$ cat config.mk
export PLATFORM = sky130hd
export DESIGN_NAME = dma_chain_engine
export DESIGN_NICKNAME = d
export VERILOG_FILES = /design/src/rtl/dma_pkg.sv /design/src/rtl/dma_desc_queue.sv /design/src/rtl/dma_csr_regs.sv /design/src/rtl/dma_xfer_fsm.sv /design/src/rtl/dma_chain_engine.sv
export SDC_FILE = /design/constraint.sdc
export NUM_CORES = 1
export LEC_CHECK = 0
export ABC_AREA = 1
export BUFFER_PORTS_ARGS = -buffer_cell sky130_fd_sc_hd__buf_2
export CAP_MARGIN = 20
export CORE_ASPECT_RATIO = 0.8
export CORE_UTILIZATION = 60
export DETAILED_ROUTE_END_ITERATION = 12
export PLACE_DENSITY = 0.94
export SETUP_SLACK_MARGIN = 0.2
export SYNTH_ARGS = -nofsm -noshare
export SYNTH_HDL_FRONTEND = slang
export SYNTH_SLANG_ARGS = --single-unit
$ cat constraint.sdc
create_clock -name clk -period 21.2 [get_ports clk]
set_input_delay 5.3 -clock clk [delete_from_list [all_inputs] [get_ports clk]]
set_output_delay 5.3 -clock clk [all_outputs]
set_load 0.05 [all_outputs]
$ cat src/rtl/dma_pkg.sv
package dma_pkg;
  localparam int ADDR_W = 32;
  localparam int DEV_W  = 4;

  localparam logic [2:0] REG_ADDR  = 3'd0;
  localparam logic [2:0] REG_BYTES = 3'd1;
  localparam logic [2:0] REG_CTRL  = 3'd2;
  localparam logic [2:0] REG_CMD   = 3'd3;
  localparam logic [2:0] REG_STAT  = 3'd4;

  typedef enum logic [2:0] {
    ST_IDLE, ST_CHECK, ST_REQ, ST_XFER, ST_GAP
  } xfer_state_t;

  typedef struct packed {
    logic [ADDR_W-1:0] addr;
    logic [ADDR_W-1:0] bytes;
    logic [DEV_W-1:0]  dev;
    logic              to_dev;
    logic              last;
  } dma_desc_t;

  // True when the descriptor is word aligned, non-empty and stays in its page.
  function automatic logic desc_fits(input dma_desc_t d, input int page_bits);
    logic [ADDR_W:0] page_sz;
    logic [ADDR_W:0] offs;
    logic [ADDR_W:0] end_off;
    page_sz = {{ADDR_W{1'b0}}, 1'b1} << page_bits;
    offs    = {1'b0, d.addr} & (page_sz - 1'b1);
    end_off = offs + {1'b0, d.bytes};
    return (d.bytes != '0) && (d.addr[1:0] == 2'b00) &&
           (d.bytes[1:0] == 2'b00) && (end_off <= page_sz);
  endfunction

  function automatic logic [ADDR_W-1:0] words_of(input logic [ADDR_W-1:0] b);
    return b >> 2;
  endfunction
endpackage

$ cat src/rtl/dma_desc_queue.sv
module dma_desc_queue
  import dma_pkg::*;
#(
  parameter  int DEPTH = 4,
  localparam int PTR_W = (DEPTH > 1) ? $clog2(DEPTH) : 1,
  localparam int CNT_W = $clog2(DEPTH + 1)
) (
  input  logic             clk,
  input  logic             rst_n,
  input  logic             push,
  input  dma_desc_t        push_d,
  input  logic             pop,
  input  logic             flush,
  output dma_desc_t        head,
  output logic             empty,
  output logic             full,
  output logic [CNT_W-1:0] count
);
  localparam logic [PTR_W-1:0] LAST_SLOT = PTR_W'(DEPTH - 1);
  localparam logic [CNT_W-1:0] FULL_CNT  = CNT_W'(DEPTH);

  dma_desc_t        slots [DEPTH];
  logic [PTR_W-1:0] wr_ptr, rd_ptr;
  logic             push_ok, pop_ok;

  function automatic logic [PTR_W-1:0] bump(input logic [PTR_W-1:0] p);
    return (p == LAST_SLOT) ? '0 : p + 1'b1;
  endfunction

  assign empty   = (count == '0);
  assign full    = (count == FULL_CNT);
  assign push_ok = push && !full && !flush;
  assign pop_ok  = pop && !empty && !flush;
  assign head    = slots[rd_ptr];

  always_ff @(posedge clk) begin
    if (push_ok) slots[wr_ptr] <= push_d;
  end

  always_ff @(posedge clk or negedge rst_n) begin
    if (!rst_n) begin
      wr_ptr <= '0;
      rd_ptr <= '0;
      count  <= '0;
    end else if (flush) begin
      wr_ptr <= '0;
      rd_ptr <= '0;
      count  <= '0;
    end else begin
      if (push_ok) wr_ptr <= bump(wr_ptr);
      if (pop_ok)  rd_ptr <= bump(rd_ptr);
      case ({push_ok, pop_ok})
        2'b10:   count <= count + 1'b1;
        2'b01:   count <= count - 1'b1;
        default: count <= count;
      endcase
    end
  end
endmodule

$ cat src/rtl/dma_csr_regs.sv
module dma_csr_regs
  import dma_pkg::*;
#(
  parameter int CNT_W = 3
) (
  input  logic              clk,
  input  logic              rst_n,
  input  logic              csr_we,
  input  logic [2:0]        csr_addr,
  input  logic [31:0]       csr_wdata,
  output logic [31:0]       csr_rdata,
  input  logic              busy,
  input  logic              ev_done,
  input  logic              ev_err,
  input  logic [CNT_W-1:0]  q_count,
  output dma_desc_t         stage,
  output logic              push_cmd,
  output logic              start_go,
  output logic              start_ignored,
  output logic              done_q,
  output logic              err_q,
  output logic              ovr_q
);
  logic [ADDR_W-1:0] stage_addr, stage_bytes;
  logic [DEV_W-1:0]  stage_dev;
  logic              stage_dir, stage_last;
  logic              hit_cmd, hit_stat, start_cmd;
  logic [31:0]       ctrl_word, stat_word;

  assign hit_cmd       = csr_we && (csr_addr == REG_CMD);
  assign hit_stat      = csr_we && (csr_addr == REG_STAT);
  assign push_cmd      = hit_cmd && csr_wdata[0];
  assign start_cmd     = hit_cmd && csr_wdata[1];
  assign start_go      = start_cmd && !busy;
  assign start_ignored = start_cmd && busy;

  assign stage = '{addr: stage_addr, bytes: stage_bytes, dev: stage_dev,
                   to_dev: stage_dir, last: stage_last};

  always_ff @(posedge clk or negedge rst_n) begin
    if (!rst_n) begin
      stage_addr  <= '0;
      stage_bytes <= '0;
      stage_dev   <= '0;
      stage_dir   <= 1'b0;
      stage_last  <= 1'b0;
    end else if (csr_we) begin
      case (csr_addr)
        REG_ADDR:  stage_addr  <= csr_wdata;
        REG_BYTES: stage_bytes <= csr_wdata;
        REG_CTRL: begin
          stage_dir  <= csr_wdata[0];
          stage_dev  <= csr_wdata[4 +: DEV_W];
          stage_last <= csr_wdata[8];
        end
        default: ;
      endcase
    end
  end

  // Event sets take priority over a write-one-to-clear in the same cycle.
  always_ff @(posedge clk or negedge rst_n) begin
    if (!rst_n) begin
      done_q <= 1'b0;
      err_q  <= 1'b0;
      ovr_q  <= 1'b0;
    end else begin
      done_q <= ev_done       | (done_q & ~(hit_stat & csr_wdata[1]));
      err_q  <= ev_err        | (err_q  & ~(hit_stat & csr_wdata[2]));
      ovr_q  <= start_ignored | (ovr_q  & ~(hit_stat & csr_wdata[3]));
    end
  end

  always_comb begin
    ctrl_word = '0;
    ctrl_word[0]          = stage_dir;
    ctrl_word[4 +: DEV_W] = stage_dev;
    ctrl_word[8]          = stage_last;
    stat_word = '0;
    stat_word[0]          = busy;
    stat_word[1]          = done_q;
    stat_word[2]          = err_q;
    stat_word[3]          = ovr_q;
    stat_word[4 +: CNT_W] = q_count;
    case (csr_addr)
      REG_ADDR:  csr_rdata = stage_addr;
      REG_BYTES: csr_rdata = stage_bytes;
      REG_CTRL:  csr_rdata = ctrl_word;
      REG_STAT:  csr_rdata = stat_word;
      default:   csr_rdata = '0;
    endcase
  end
endmodule

$ cat src/rtl/dma_xfer_fsm.sv
module dma_xfer_fsm
  import dma_pkg::*;
#(
  parameter int PAGE_BITS = 12
) (
  input  logic              clk,
  input  logic              rst_n,
  input  logic              go,
  input  logic              q_empty,
  input  dma_desc_t         head,
  output logic              q_pop,
  output logic              q_flush,
  output logic              bus_req,
  input  logic              bus_gnt,
  output logic [ADDR_W-1:0] mem_addr,
  output logic              mem_we,
  output logic              mem_re,
  output logic [31:0]       mem_wdata,
  input  logic [31:0]       mem_rdata,
  output logic [DEV_W-1:0]  dev_sel,
  input  logic              dev_ready,
  output logic              dev_pop,
  output logic              dev_push,
  input  logic [31:0]       dev_rdata,
  output logic [31:0]       dev_wdata,
  output logic              busy,
  output logic              ev_done,
  output logic              ev_err,
  output logic              desc_end
);
  xfer_state_t       state, state_nx;
  logic [ADDR_W-1:0] cur_addr, words_left;
  logic [DEV_W-1:0]  cur_dev;
  logic              cur_dir, cur_last;
  logic              head_ok, move;

  assign head_ok  = !q_empty && desc_fits(head, PAGE_BITS);
  assign move     = (state == ST_XFER) && bus_gnt && dev_ready;
  assign desc_end = move && (words_left == ADDR_W'(1));
  assign ev_done  = desc_end && cur_last;
  assign ev_err   = (state == ST_CHECK) && !head_ok;
  assign q_pop    = (state == ST_CHECK) && head_ok;
  assign q_flush  = ev_err;
  assign busy     = (state != ST_IDLE);
  assign bus_req  = (state == ST_REQ) || (state == ST_XFER);

  assign mem_addr  = cur_addr;
  assign mem_we    = move && !cur_dir;
  assign dev_pop   = move && !cur_dir;
  assign mem_re    = move && cur_dir;
  assign dev_push  = move && cur_dir;
  assign mem_wdata = dev_rdata;
  assign dev_wdata = mem_rdata;
  assign dev_sel   = cur_dev;

  always_comb begin
    state_nx = state;
    case (state)
      ST_IDLE:  if (go) state_nx = ST_CHECK;
      ST_CHECK: state_nx = head_ok ? ST_REQ : ST_IDLE;
      ST_REQ:   if (bus_gnt) state_nx = ST_XFER;
      ST_XFER:  if (desc_end) state_nx = cur_last ? ST_IDLE : ST_GAP;
      ST_GAP:   state_nx = ST_CHECK;
      default:  state_nx = ST_IDLE;
    endcase
  end

  always_ff @(posedge clk or negedge rst_n) begin
    if (!rst_n) begin
      state      <= ST_IDLE;
      cur_addr   <= '0;
      words_left <= '0;
      cur_dev    <= '0;
      cur_dir    <= 1'b0;
      cur_last   <= 1'b0;
    end else begin
      state <= state_nx;
      if (q_pop) begin
        cur_addr   <= head.addr;
        words_left <= words_of(head.bytes);
        cur_dev    <= head.dev;
        cur_dir    <= head.to_dev;
        cur_last   <= head.last;
      end else if (move) begin
        cur_addr   <= cur_addr + ADDR_W'(4);
        words_left <= words_left - 1'b1;
      end
    end
  end
endmodule

$ cat src/rtl/dma_chain_engine.sv
module dma_chain_engine
  import dma_pkg::*;
#(
  parameter  int QDEPTH    = 4,
  parameter  int PAGE_BITS = 12,
  localparam int CNT_W     = $clog2(QDEPTH + 1)
) (
  input  logic        clk,
  input  logic        rst_n,
  input  logic        csr_we,
  input  logic [2:0]  csr_addr,
  input  logic [31:0] csr_wdata,
  output logic [31:0] csr_rdata,
  output logic        bus_req,
  input  logic        bus_gnt,
  output logic [31:0] mem_addr,
  output logic        mem_we,
  output logic        mem_re,
  output logic [31:0] mem_wdata,
  input  logic [31:0] mem_rdata,
  output logic [3:0]  dev_sel,
  input  logic        dev_ready,
  output logic        dev_pop,
  output logic        dev_push,
  input  logic [31:0] dev_rdata,
  output logic [31:0] dev_wdata,
  output logic        irq
);
  dma_desc_t        stage, head;
  logic             push_cmd, start_go, start_ignored;
  logic             done_q, err_q, ovr_q;
  logic             q_pop, q_flush, q_empty, q_full;
  logic [CNT_W-1:0] q_count;
  logic             busy, ev_done, ev_err, desc_end;

  dma_csr_regs #(.CNT_W(CNT_W)) csr_i (
    .clk, .rst_n, .csr_we, .csr_addr, .csr_wdata, .csr_rdata,
    .busy, .ev_done, .ev_err, .q_count,
    .stage, .push_cmd, .start_go, .start_ignored,
    .done_q, .err_q, .ovr_q
  );

  dma_desc_queue #(.DEPTH(QDEPTH)) queue_i (
    .clk, .rst_n, .push(push_cmd), .push_d(stage), .pop(q_pop),
    .flush(q_flush), .head, .empty(q_empty), .full(q_full), .count(q_count)
  );

  dma_xfer_fsm #(.PAGE_BITS(PAGE_BITS)) fsm_i (
    .clk, .rst_n, .go(start_go), .q_empty, .head, .q_pop, .q_flush,
    .bus_req, .bus_gnt, .mem_addr, .mem_we, .mem_re, .mem_wdata, .mem_rdata,
    .dev_sel, .dev_ready, .dev_pop, .dev_push, .dev_rdata, .dev_wdata,
    .busy, .ev_done, .ev_err, .desc_end
  );

  assign irq = done_q | err_q;
endmodule

==> key figures <==
Status
  • Status: completed

Detailed routing
  • DRT iter0 DRCs: 1838
  • Vias per inst: 6.01
  • Final WL: 54.5 mm
  • Routed len/inst: 20.4 um
  • Vias: 16100
  • ANT nets after route: 0
  • # DRC: 0
  • 1st-pass router iterations: 5

Clocking
  • CTS Sinks: 433
  • CTS tree: done
  • Clock Pin Slew Worst Setup and Hold Paths: 0.06 ns
  • CTS Hold Bufs: 0
  • Post-CTS sizing: 0
  • CTS H-tree depth: 2
  • Clock buffer depth: 3
  • Root buf cell: clkbuf_16
  • Worst skew pair latency: 0.55 ns
  • Setup bufs post-CTS: 0
  • Clock buffer count from CTS: 42

Floorplan
  • # IOs: 242
  • Core footprint: 0.0338 sq mm
  • Initial core utilization: 61.2%
  • Die Wd: 210 um
  • DIE AREA: 0.0352 sq mm
  • Row count: 60
  • Chip Height: 168 um

Run
  • Maxcap violations: 0

Timing
  • Final Cycle Share: 56.6%
  • Maximum clock rate: 0.0834 GHz
  • Endpoints failing setup: 0
  • Unrepaired setup endpoints after global routing: false
  • Setup TNS: 0 ns
  • Slew @ Worst Pin: 1.14 ns
  • Worst slew margin relative to its limit: 24.2%
  • Clock Skews: 0.0130 ns
  • Final hold vios: 0
  • WHS: 0.495 ns
  • Fin crit period: 11.99 ns
  • Setup ws final: 9.21 ns
  • Final Max Slew Viols: 0

Power
  • Maximum vdd ir drop: 0.0929 mV
  • PD cells: 82.7 mW/mm^2
  • Leak: 9.67 nW

Hold path
  • Hold Path Depth: 2
  • Min-Delay Path Class: flip-flop to flip-flop

Final layout
  • N_diodes: 0
  • Final #Nets: 2329
  • Most frequent cells in the layout: 609 x nand2_1, 280 x edfxtp_1, 201 x nor2_1
  • Layout Utilization: 66.3%
  • Finished Layout Cells: 2671
  • Fill cells: 2450
  • Proportion of layout cells with a drive suffix above 1: 11.0%
  • Most common cell after layout, fill and taps aside: nand2_1
  • Layout area overhead: 8.32%

Global routing
  • Initial antenna violation count: 0
  • Vias in the first global route: 15600
  • First-pass GRT wire length: 84.0 mm
  • Total global routing overflow: 0
  • Total global-route track usage: 30.9%
  • Largest net degree at the start of global routing: 94

Worst setup path
  • Critical-path cell list: buf_2 > nor2_1 > nand2_1 > clkinv_1 > buf_4 > nand2_1 > o2111ai_1 > buf_2
  • WP data arrival: 6.69 ns
  • Critical Path RT: 15.90 ns
  • Crit. End Element: output port
  • Setup crit start kind: input port
  • Worst path max stage delay: 0.40 ns
  • Slowest stage cell, crit path: buf_4
  • Crit Path Class: input port to output port
  • Reg2Reg Depth: 22
  • Critical Path Fanout Max: 33

Placed design
  • DP Cell Count: 2590
  • IO Port Bufs: 113
  • Hpwl dp: 35.5 mm
  • Pre-CTS WS: 9.22 ns
  • GPL Wtd Cong: 0.915

Yosys
  • Yosys warns: 0
  • Post-synth ARST share: 35.3%
  • Synthesized area: 0.0207 sq mm
  • Post-synthesis sequential area ratio: 59.2%
  • Yosys cell types: 50
  • Syn Area/Cell: 9.49 sq um
  • #FFs+latches synth: 433
  • Dominant synthesized flop cell: edfxtp_1
  • Number of synthesized flops with an enable pin: 280
  • Cells after Synth: 2180
  • Syn nets: 2306
==> path summary, 6_finish.rpt <==
path	end	from	slack, ns
setup / recovery	csr_rdata[4]	csr_addr[1]	9.21
hold / removal	fsm_i.mem_addr[0]	fsm_i.mem_addr[0]	0.49
setup reg to reg	queue_i.slots[1][57]	queue_i.rd_ptr[0]	14.02
hold reg to reg	fsm_i.mem_addr[0]	fsm_i.mem_addr[0]	0.49
max in group asynchronous	csr_i.stage_bytes[18]	rst_n	14.93
min in group asynchronous	fsm_i.mem_addr[0]	rst_n	4.82
==> where the power goes <==
part	internal, mW	leakage, nW	switching [mW]
Sequential	0.959	4.42	0.0582
Combinational	0.0334	4.60	0.0833
Clock	0.398	0.650	0.320
==> cell usage after synthesis, drive strengths merged, types with 3 or more instances <==
cell       n  area, sq um
nand3b     6         45.0
inv      185          694
o21ai    174          871
nand4     18          113
o22ai     34          213
buf      105          785
nand3    142          738
a32o      10          100
o31ai      3         22.5
nand2    623         2370
clkbuf    47          176
xor2      25          219
o211ai    24          215
a22o      23          201
ha        20          250
a21oi     33          165
o2111ai    3         26.3
nor4       7         43.8
xnor2      8         70.1
nor3      21          105
dfrtp    153         3830
nor2     218          863
edfxtp   280         8410
==> routing by layer <==
metal,global-route usage (%),vias to the layer above,share of wire [%]
met1,39.7,7664,38
met3,5.56,160,9.4
met4,15.5,0,4.7
li1,-,7289,-
met2,50.9,943,48
met5,0,-,0
==> state kept, by name, summed over array words and instances, names as in the netlist <==
register / count
csr_i.done_q: 1
csr_i.stage_dir: 1
csr_i.stage_addr: 32
fsm_i.words_left: 32
queue_i.rd_ptr: 2
csr_i.stage_last: 1
fsm_i.state: 3
fsm_i.cur_dir: 1
csr_i.stage_bytes: 32
queue_i.wr_ptr: 2
csr_i.stage_dev: 4
fsm_i.mem_addr: 32
queue_i.slots: 280
csr_i.ovr_q: 1
csr_i.err_q: 1
queue_i.count: 3
fsm_i.dev_sel: 4
fsm_i.cur_last: 1
==> metrics by stage <==
step,total power [mW],area [sq um]
floorplan,1.11,20700
global placement,1.14,21000
detailed placement,1.15,21000
CTS,1.85,22300
global route,1.90,22400
finish,1.85,22400
==> worst max-delay path, delay by kind of cell <==
kind	cells	cell delay [ns]
buffers and inverters	4	0.90
and+or+nand+nor	3	0.30
AOI/OAI and AO/OA	1	0.19
==> kinds of logic (layout without fill, tap and decap cells) <==
group,count (synthesis),in the layout,share of synthesized area [%]
fa+ha+maj,22,22,1.40
buf+inv,339,396,8.04
compound gates,313,313,9.12
xor+xnor,33,33,1.40
mux,1,1,0.0544
flops,433,433,59.2
simple gates,1039,1039,20.8
==> layout make-up <==
type | instances | area, sq um | share of cell area [%]
clock inverter | 21 | 126 | 0.564
sequential | 433 | 12200 | 54.6
tap | 434 | 543 | 2.42
inverter | 187 | 703 | 3.14
multi-input combinational | 1408 | 6820 | 30.5
clock buffer | 57 | 1190 | 5.32
timing repair buffer | 131 | 777 | 3.47
Power figures use the tool's default switching activity.
